$ cat src/rtl/oc_pkg.sv
package oc_pkg;
  localparam logic [1:0] ADDR_CTRL = 2'd0;
  localparam logic [1:0] ADDR_LEAD = 2'd1;
  localparam logic [1:0] ADDR_TRAIL = 2'd2;

  localparam logic [2:0] MODE_ONESHOT = 3'b100;
  localparam logic [2:0] MODE_TRAIN = 3'b101;

  localparam int CTRL_TSEL_BIT = 3;
  localparam int CTRL_FLAG_BIT = 4;
  localparam int CTRL_IE_BIT = 5;
  localparam int CTRL_USED = 6;

  function automatic logic is_pulse_mode(input logic [2:0] m);
    return (m == MODE_ONESHOT) || (m == MODE_TRAIN);
  endfunction
endpackage

$ cat src/rtl/oc_regs.sv
module oc_regs
  import oc_pkg::*;
#(
  parameter int W = 16
) (
  input  logic         clk,
  input  logic         rst_n,
  input  logic         wr_en,
  input  logic [1:0]   wr_addr,
  input  logic [W-1:0] wr_data,
  input  logic [1:0]   rd_addr,
  output logic [W-1:0] rd_data,
  input  logic         flag_set,
  output logic         ctrl_wr,
  output logic [2:0]   mode,
  output logic         tsel,
  output logic         flag,
  output logic         ie,
  output logic [W-1:0] lead_val,
  output logic [W-1:0] trail_val
);
  logic ctrl_hit;
  logic flag_kept;

  assign ctrl_hit = wr_en && (wr_addr == ADDR_CTRL);
  assign ctrl_wr = ctrl_hit;
  assign flag_kept = ctrl_hit ? (flag & wr_data[CTRL_FLAG_BIT]) : flag;

  always_ff @(posedge clk) begin
    if (!rst_n) begin
      mode <= '0;
      tsel <= 1'b0;
      ie <= 1'b0;
      flag <= 1'b0;
      lead_val <= '0;
      trail_val <= '0;
    end else begin
      if (ctrl_hit) begin
        mode <= wr_data[2:0];
        tsel <= wr_data[CTRL_TSEL_BIT];
        ie <= wr_data[CTRL_IE_BIT];
      end
      flag <= flag_kept | flag_set;
      if (wr_en && wr_addr == ADDR_LEAD) lead_val <= wr_data;
      if (wr_en && wr_addr == ADDR_TRAIL) trail_val <= wr_data;
    end
  end

  always_comb begin
    rd_data = '0;
    case (rd_addr)
      ADDR_CTRL: rd_data[CTRL_USED-1:0] = {ie, flag, tsel, mode};
      ADDR_LEAD: rd_data = lead_val;
      ADDR_TRAIL: rd_data = trail_val;
      default: rd_data = '0;
    endcase
  end

  // a match event always leaves the flag set
  p_flag_set_r4: assert property (@(posedge clk) disable iff (!rst_n)
    flag_set |=> flag);
  // only a control write can remove the flag
  p_flag_sticky_r5: assert property (@(posedge clk) disable iff (!rst_n)
    (flag && !ctrl_hit) |=> flag);
endmodule

$ cat src/rtl/oc_match.sv
module oc_match #(
  parameter int W = 16,
  parameter int NTMR = 2
) (
  input  logic [NTMR-1:0][W-1:0] tmr_cnt,
  input  logic [NTMR-1:0]        tmr_tick,
  input  logic [$clog2(NTMR)-1:0] sel,
  input  logic [W-1:0]           lead_val,
  input  logic [W-1:0]           trail_val,
  output logic                   hit_lead,
  output logic                   hit_trail
);
  logic [W-1:0] cnt_sel;
  logic         tick_sel;

  always_comb begin
    cnt_sel = '0;
    tick_sel = 1'b0;
    for (int i = 0; i < NTMR; i++) begin
      if (sel == i[$clog2(NTMR)-1:0]) begin
        cnt_sel = tmr_cnt[i];
        tick_sel = tmr_tick[i];
      end
    end
  end

  assign hit_lead = tick_sel && (cnt_sel == lead_val);
  assign hit_trail = tick_sel && (cnt_sel == trail_val);
endmodule

$ cat src/rtl/oc_pulse.sv
module oc_pulse
  import oc_pkg::*;
(
  input  logic       clk,
  input  logic       rst_n,
  input  logic       ctrl_wr,
  input  logic [2:0] mode,
  input  logic       hit_lead,
  input  logic       hit_trail,
  output logic       pin,
  output logic       fall_evt
);
  logic active;
  logic done;
  logic rise_evt;

  assign active = is_pulse_mode(mode);
  assign fall_evt = active && !done && hit_trail;
  assign rise_evt = active && !done && hit_lead && !hit_trail;

  always_ff @(posedge clk) begin
    if (!rst_n) begin
      pin <= 1'b0;
      done <= 1'b0;
    end else if (ctrl_wr) begin
      pin <= 1'b0;
      done <= 1'b0;
    end else if (fall_evt) begin
      pin <= 1'b0;
      done <= (mode == MODE_ONESHOT);
    end else if (rise_evt) begin
      pin <= 1'b1;
    end
  end

  // any control write leaves the pin low
  p_arm_low_r2: assert property (@(posedge clk) disable iff (!rst_n)
    ctrl_wr |=> !pin);
  // a leading match raises the pin
  p_rise_r3: assert property (@(posedge clk) disable iff (!rst_n)
    (rise_evt && !ctrl_wr) |=> pin);
  // a spent one-shot stays low
  p_oneshot_hold_r6: assert property (@(posedge clk) disable iff (!rst_n)
    (done && mode == MODE_ONESHOT && !ctrl_wr) |=> !pin);
  // idle modes hold the pin low
  p_idle_low_r9: assert property (@(posedge clk) disable iff (!rst_n)
    !active |-> !pin);
endmodule

$ cat src/rtl/oc_pulse_gen.sv
module oc_pulse_gen
  import oc_pkg::*;
#(
  parameter int W = 16
) (
  input  logic         clk,
  input  logic         rst_n,
  input  logic         wr_en,
  input  logic [1:0]   wr_addr,
  input  logic [W-1:0] wr_data,
  input  logic [1:0]   rd_addr,
  output logic [W-1:0] rd_data,
  input  logic [W-1:0] tmr_a_cnt,
  input  logic         tmr_a_tick,
  input  logic [W-1:0] tmr_b_cnt,
  input  logic         tmr_b_tick,
  output logic         pulse_out,
  output logic         irq
);
  localparam int NTMR = 2;

  logic         ctrl_wr;
  logic [2:0]   mode;
  logic         tsel;
  logic         flag;
  logic         ie;
  logic [W-1:0] lead_val;
  logic [W-1:0] trail_val;
  logic         hit_lead;
  logic         hit_trail;
  logic         fall_evt;
  logic [NTMR-1:0][W-1:0] cnt_bus;
  logic [NTMR-1:0]        tick_bus;

  assign cnt_bus = {tmr_b_cnt, tmr_a_cnt};
  assign tick_bus = {tmr_b_tick, tmr_a_tick};

  oc_regs #(.W(W)) u_regs (
    .clk(clk), .rst_n(rst_n), .wr_en(wr_en), .wr_addr(wr_addr),
    .wr_data(wr_data), .rd_addr(rd_addr), .rd_data(rd_data),
    .flag_set(fall_evt), .ctrl_wr(ctrl_wr), .mode(mode), .tsel(tsel),
    .flag(flag), .ie(ie), .lead_val(lead_val), .trail_val(trail_val)
  );

  oc_match #(.W(W), .NTMR(NTMR)) u_match (
    .tmr_cnt(cnt_bus), .tmr_tick(tick_bus), .sel(tsel),
    .lead_val(lead_val), .trail_val(trail_val),
    .hit_lead(hit_lead), .hit_trail(hit_trail)
  );

  oc_pulse u_pulse (
    .clk(clk), .rst_n(rst_n), .ctrl_wr(ctrl_wr), .mode(mode),
    .hit_lead(hit_lead), .hit_trail(hit_trail),
    .pin(pulse_out), .fall_evt(fall_evt)
  );

  assign irq = flag & ie;
endmodule

$ cat config.mk
export PLATFORM = sky130hd
export DESIGN_NAME = oc_pulse_gen
export DESIGN_NICKNAME = d
export VERILOG_FILES = /design/src/rtl/oc_pkg.sv /design/src/rtl/oc_regs.sv /design/src/rtl/oc_match.sv /design/src/rtl/oc_pulse.sv /design/src/rtl/oc_pulse_gen.sv
export SDC_FILE = /design/constraint.sdc
export NUM_CORES = 1
export LEC_CHECK = 0
export CAP_MARGIN = 30
export CORE_UTILIZATION = 40
export DETAILED_ROUTE_END_ITERATION = 6
export GPL_ROUTABILITY_DRIVEN = 0
export PLACE_DENSITY_LB_ADDON = 0.25
export SLEW_MARGIN = 25
export SYNTH_ARGS = -nofsm -noshare
export SYNTH_HDL_FRONTEND = slang
export SYNTH_HIERARCHICAL = 1
export SYNTH_SLANG_ARGS = --single-unit
$ cat constraint.sdc
create_clock -name clk -period 2.4 [get_ports clk]
set_clock_uncertainty 0.15 [all_clocks]
set_input_delay 0.72 -clock clk [delete_from_list [all_inputs] [get_ports clk]]
set_output_delay 0.72 -clock clk [all_outputs]
set_load 0.01 [all_outputs]
==> results.ini, run 1 <==
[timing]
fin_tns_setup_ns = -1.73
layout_setup_ws_ns = -0.196
timing.fmax_mhz = 385
rsz0062_at_grt = yes
final_hold_viol_count = 0
max_slew_margin = 0.746
period_needed_ns = 2.60
tightestPinTransition_ns = 0.381
setup_viol = 16
finalCritPeriodShare = 1.08
slew_violations = 0

[setup_path]
path_class = primary input to primary output
crit_buf_inv = 3
path_cells = buf_8 -> inv_12 -> ha_4 -> a222oi_1 -> nor2_1 -> buf_2
start_kind = primary input
arrival_ns = 1.73
cp.required_ns = 1.53
slowest_stage = a222oi_1
critPathMaxStageDelay_ns = 0.42
cp_top_family = compound AO/OA/AOI/OAI gates
end_kind = primary output
crit_fanout = 6

[global_routing]
grt_pass1_wl_mm = 11.4
antenna_found_initial = 0
grt_overflow = 0
track_usage = 0.235
grt_max_degree = 23
grt_pass1_vias = 2376

[pwr]
power_density_nw_per_um2 = 437
leakagePower_nw = 1.54
peakVddDrop_mv = 0.255
power.total_mw = 1.67

[cts]
clk_pin_slew_ns = 0.08
clock_path_buffers = 2
clk_root_buffer_cell = clkbuf_8
cts_tree = yes
clock_latency_ns = 0.29
holdBufCountCts = 0
cts_buffers = 5
clock_sinks = 40
h-tree-depth = 2

[synth]
synthFlopType = dfxtp_1
synth_nets = 328
yosysTopAreaCellShare = 0.327
ys_seq_elements = 40
avgSynthCellArea_um2 = 9.18
synth_common_cells = nand2_1, mux2i_1, dfxtp_1
synth.distinct_cells = 29
yosysSeqAreaShare = 0.327
synthCells = 267
async_flop_share = 0
synth_edf_count = 0
synth_area_leaders = dfxtp_1, mux2i_1, xnor2_1
yosys.area.top_type = dfxtp_1
syn_area_um2 = 2450
synth.most_common_cell = nand2_1
yosys_warnings = 6

[run]
maxCapViolations = 0

[layout]
register_area_um2 = 805
insertedDiodeCount = 0
final_nets = 430
drive_gt1_frac = 0.300
fill_cells = 480
syn2layout_area_growth_pct = 56.4
multiInputGateArea_um2 = 1750
fin_cells = 445

[floorplanning]
coreArea_um2 = 5920
ios = 75
initial_core_util = 0.414
rows = 28
fp.dieH_um = 80.3
dieWidth_um = 80.3
design.die.area_um2 = 6440

[routing]
wirelength_mm = 7.18
firstDrtPassIters = 5
viasPerCell = 5.17
wl_per_cell_um = 16.1
drc = 0
via_count = 2301
first_iter_violations = 158
antenna_left = 0

[place]
placed_cells = 430
dp_hpwl_mm = 5.01
port_buffers = 74

[outcome]
violations = negative setup slack
status = finished, violations left

[worst_hold_path]
hold_class = flip-flop to flip-flop

==> logic make-up after synthesis <==
logic type               after synthesis  share of synthesized area
AND/OR/NAND/NOR                       88                      0.178
multiplexers                          53                      0.220
flip-flops                            40                      0.327
XOR/XNOR                              30                      0.107
AO/OA/AOI/OAI                         28                     0.0889
buffers and inverters                 24                     0.0587
adder cells (fa/ha/maj)                4                     0.0204
==> sequential cells by signal, indices dropped and copies added (netlist names) <==
| signal | flops |
|---|---|
| u_pulse/done | 1 |
| u_pulse/pin | 1 |
| u_regs/flag | 1 |
| u_regs/ie | 1 |
| u_regs/lead_val | 16 |
| u_regs/mode | 3 |
| u_regs/trail_val | 16 |
| u_regs/tsel | 1 |
==> power breakdown <==
group | switching, mW | internal (mW)
Sequential | 0.0250 | 0.684
Combinational | 0.180 | 0.236
Clock | 0.239 | 0.309
==> routing by layer <==
layer	vias up	track usage	wire length (um)
li1	1135	-	-
met2	74	0.406	3610
met1	1087	0.295	3060
met3	5	0.0477	443
met5	-	0	0
met4	0	0.0607	66
==> what timing repair did <==
item                       4_1_cts  5_1_grt
buffers inserted                11        3
cloned                           1        0
pin swaps                       36       16
hold endpoints to repair         0        0
resized for setup              153       23
setup endpoints to repair       19       19
==> stage by stage <==
stage	hold slack, ns	area, um^2	setup WS (ns)	util
finish	0.310	3830	-0.196	0.647
global route	0.327	3830	-0.188	0.647
CTS	0.320	3770	-0.188	0.637
detailed placement	0.307	3500	-1.03	0.591
global placement	0.294	3500	-1.02	0.591
floorplan	0.280	2500	-0.00860	-
==> cell usage in the layout, fill, tap and decap left out, types with 3 or more instances in the layout <==
master | netlist | routed
xnor2_2 | 0 | 4
clkbuf_8 | 0 | 5
clkdlybuf4s50_1 | 0 | 23
dfxtp_1 | 40 | 39
ha_4 | 0 | 3
buf_6 | 6 | 8
buf_4 | 0 | 24
buf_2 | 7 | 17
inv_1 | 7 | 5
nand2_1 | 53 | 53
nor2b_1 | 10 | 9
nor2_1 | 7 | 7
a222oi_1 | 6 | 6
buf_12 | 0 | 7
clkdlybuf4s15_1 | 0 | 14
nor4_2 | 2 | 4
mux2i_1 | 51 | 37
a22oi_2 | 0 | 10
mux2i_4 | 0 | 5
xnor2_1 | 30 | 26
a21oi_1 | 4 | 4
dlygate4sd2_1 | 0 | 18
mux2i_2 | 2 | 11
nand2b_1 | 3 | 3
==> final cells by class <==
class,count,share of cell area
clock buffers,6,0.0189
multi-input cells,203,0.456
flip-flops and latches,40,0.210
repair buffers,112,0.271
well taps,75,0.0245
clock inverters,2,0.00914
inverters,7,0.0101
==> final timing paths <==
| kind | depth (start not counted) | end | startpoint | slack, ns |
|---|---|---|---|---|
| hold / removal | 2 | u_pulse/pin | u_pulse/pin | 0.31 |
| setup / recovery | 6 | rd_data[3] | rd_addr[1] | -0.20 |
| setup reg to reg | 10 | u_pulse/pin | u_regs/tsel | 0.05 |
| hold reg to reg | 2 | u_pulse/pin | u_pulse/pin | 0.31 |
==> worst reg2reg max path, delay by kind of cell, from the launching register on <==
| family | cells | cell delay (ns) |
|---|---|---|
| simple gates | 4 | 0.73 |
| buf+inv | 3 | 0.41 |
| flops | 1 | 0.39 |
| mux | 1 | 0.31 |
| compound gates | 1 | 0.24 |
| xor+xnor | 1 | 0.06 |
(Power assumes the default switching activity.)
==> run 2, diff against run 1 <==
--- a/config.mk
+++ b/config.mk
@@ -6,7 +6,7 @@
 export NUM_CORES = 1
 export LEC_CHECK = 0
 export CAP_MARGIN = 30
-export CORE_UTILIZATION = 40
+export CORE_UTILIZATION = 43
 export DETAILED_ROUTE_END_ITERATION = 6
 export GPL_ROUTABILITY_DRIVEN = 0
 export PLACE_DENSITY_LB_ADDON = 0.25
==> run 2 against run 1 <==
Compared with the run above: the run still ends with negative setup slack left; critical path type unchanged; final cell count is 1.3% higher; combinational power is 12% higher; fmax fell by 1.2%; flip-flop and latch count is the same; largest power group unchanged; sequential share of layout area decreased by 1.0 points.
==> results.ini, run 2 (synthesized netlist as in run 1, its figures left out) <==
[layout]
final_nets = 439
finalInstanceArea_um2 = 4010
layout_common_cells = nand2_1, dfxtp_1, mux2i_1
biggestRegsByFlops = u_regs/lead_val: 16 flops, u_regs/trail_val: 16 flops, u_regs/mode: 3 flops
post-route-util = 0.729
syn2layout_area_growth_pct = 63.8
insertedDiodeCount = 0
final_common_cell = nand2_1
drive_gt1_frac = 0.338

[global_routing]
top_usage_layer = met2
track_usage = 0.251
antenna_found_initial = 0
grt_util_met2 = 0.441
use_met1 = 0.307
gr-usage-met3 = 0.0471
grt_pass1_vias = 2384
grt_max_degree = 24
grt_pass1_wl_mm = 11.6
grt_overflow = 0

[floorplanning]
rows = 27
coreArea_um2 = 5510
design.die.area_um2 = 6000
initial_core_util = 0.445
fp.dieH_um = 77.5
dieWidth_um = 77.5
ios = 75

[run]
maxCapViolations = 0

[place]
post_dp_cell_area_um2 = 3490
dp_hpwl_mm = 5.06
port_buffers = 74
preCtsSetupSlack_ns = -1.05

[cts]
clock_sinks = 40
holdBufCountCts = 0
h-tree-depth = 2
clk_pin_slew_ns = 0.07
clock_path_buffers = 2
cts_tree = yes
cts_buffers = 5
clock_latency_ns = 0.30
clk_root_buffer_cell = clkbuf_8

[routing]
drc = 0
via_count = 2392
firstDrtPassIters = 5
wirelength_mm = 7.74
viasPerCell = 5.30
first_iter_violations = 113
wl_per_cell_um = 17.2
antenna_left = 0

[worst_hold_path]
hold_class = flip-flop to flip-flop
worstHoldEndpoint = u_pulse/done
hold_depth = 2
min_from = u_pulse/done

[timing]
layout_setup_ws_ns = -0.227
setup_viol = 18
period_needed_ns = 2.63
rsz0062_at_grt = yes
final_hold_viol_count = 0
tightestPinTransition_ns = 0.347
timing.fmax_mhz = 381
worst_hold_slack_ns = 0.325
finalCritPeriodShare = 1.09
slew_violations = 0
max_slew_margin = 0.769

[setup_path]
r2r_start = u_regs/tsel
r2r_cells = 9
r2r_setup_slack_ns = -0.02
crit_fanout = 5
start_kind = primary input
path_class = primary input to primary output
cp.required_ns = 1.53
arrival_ns = 1.76
r2r_end = u_pulse/pin
end_kind = primary output

[pwr]
power_density_nw_per_um2 = 411
power.total_mw = 1.65
peakVddDrop_mv = 0.268
leakagePower_nw = 1.62

[outcome]
violations = negative setup slack
status = finished, violations left

==> run 2: layer usage <==
metal	share of wire	vias up
li1	-	1150
met1	0.41	1151
met2	0.52	80
met3	0.050	11
met4	0.016	0
met5	0	-
==> run 2: worst max-delay path, cell delays in order <==
cell and delay (ns):
buf_6 0.10, buf_6 0.11, ha_4 0.18, buf_6 0.12, a222oi_1 0.27, nor2_1 0.10, buf_2 0.15
==> run 2: what timing repair did <==
action,4_1_cts,5_1_grt
gates resized for setup,156,36
setup buffers,13,6
setup endpoints to repair,19,19
pin swaps,39,24
cloned,1,0
==> run 2: layout make-up <==
type | count | area (um^2)
clock buffers | 8 | 90.1
fillers | 382 | 1490
inverters | 7 | 38.8
multi-input cells | 203 | 1850
flip-flops and latches | 40 | 802
well taps | 72 | 90.1
repair buffers | 121 | 1140
==> run 2: how the worst max path moves through the flow <==
stage / start / slack, ns / to
2_1_floorplan: rd_addr[1] / -0.009 / rd_data[4]
3_3_place_gp: rd_addr[1] / -1.02 / rd_data[15]
3_5_place_dp: rd_addr[1] / -1.05 / rd_data[5]
4_1_cts: rd_addr[1] / -0.23 / rd_data[2]
5_1_grt: rd_addr[0] / -0.27 / rd_data[2]
6_report: rd_addr[0] / -0.23 / rd_data[5]
==> run 2: report_power, final <==
group          internal (mW)  total, mW  switching, mW
clock                  0.235      0.471          0.236
sequential             0.685      0.712         0.0271
combinational          0.265      0.465          0.199
==> run 2: stage by stage <==
stage	TNS, ns	cells
2_1_floorplan	-0.00860	267
3_5_place_dp	-17.38	428
4_1_cts	-2.95	449
3_3_place_gp	-17.13	428
6_report	-2.84	451
5_1_grt	-3.65	451
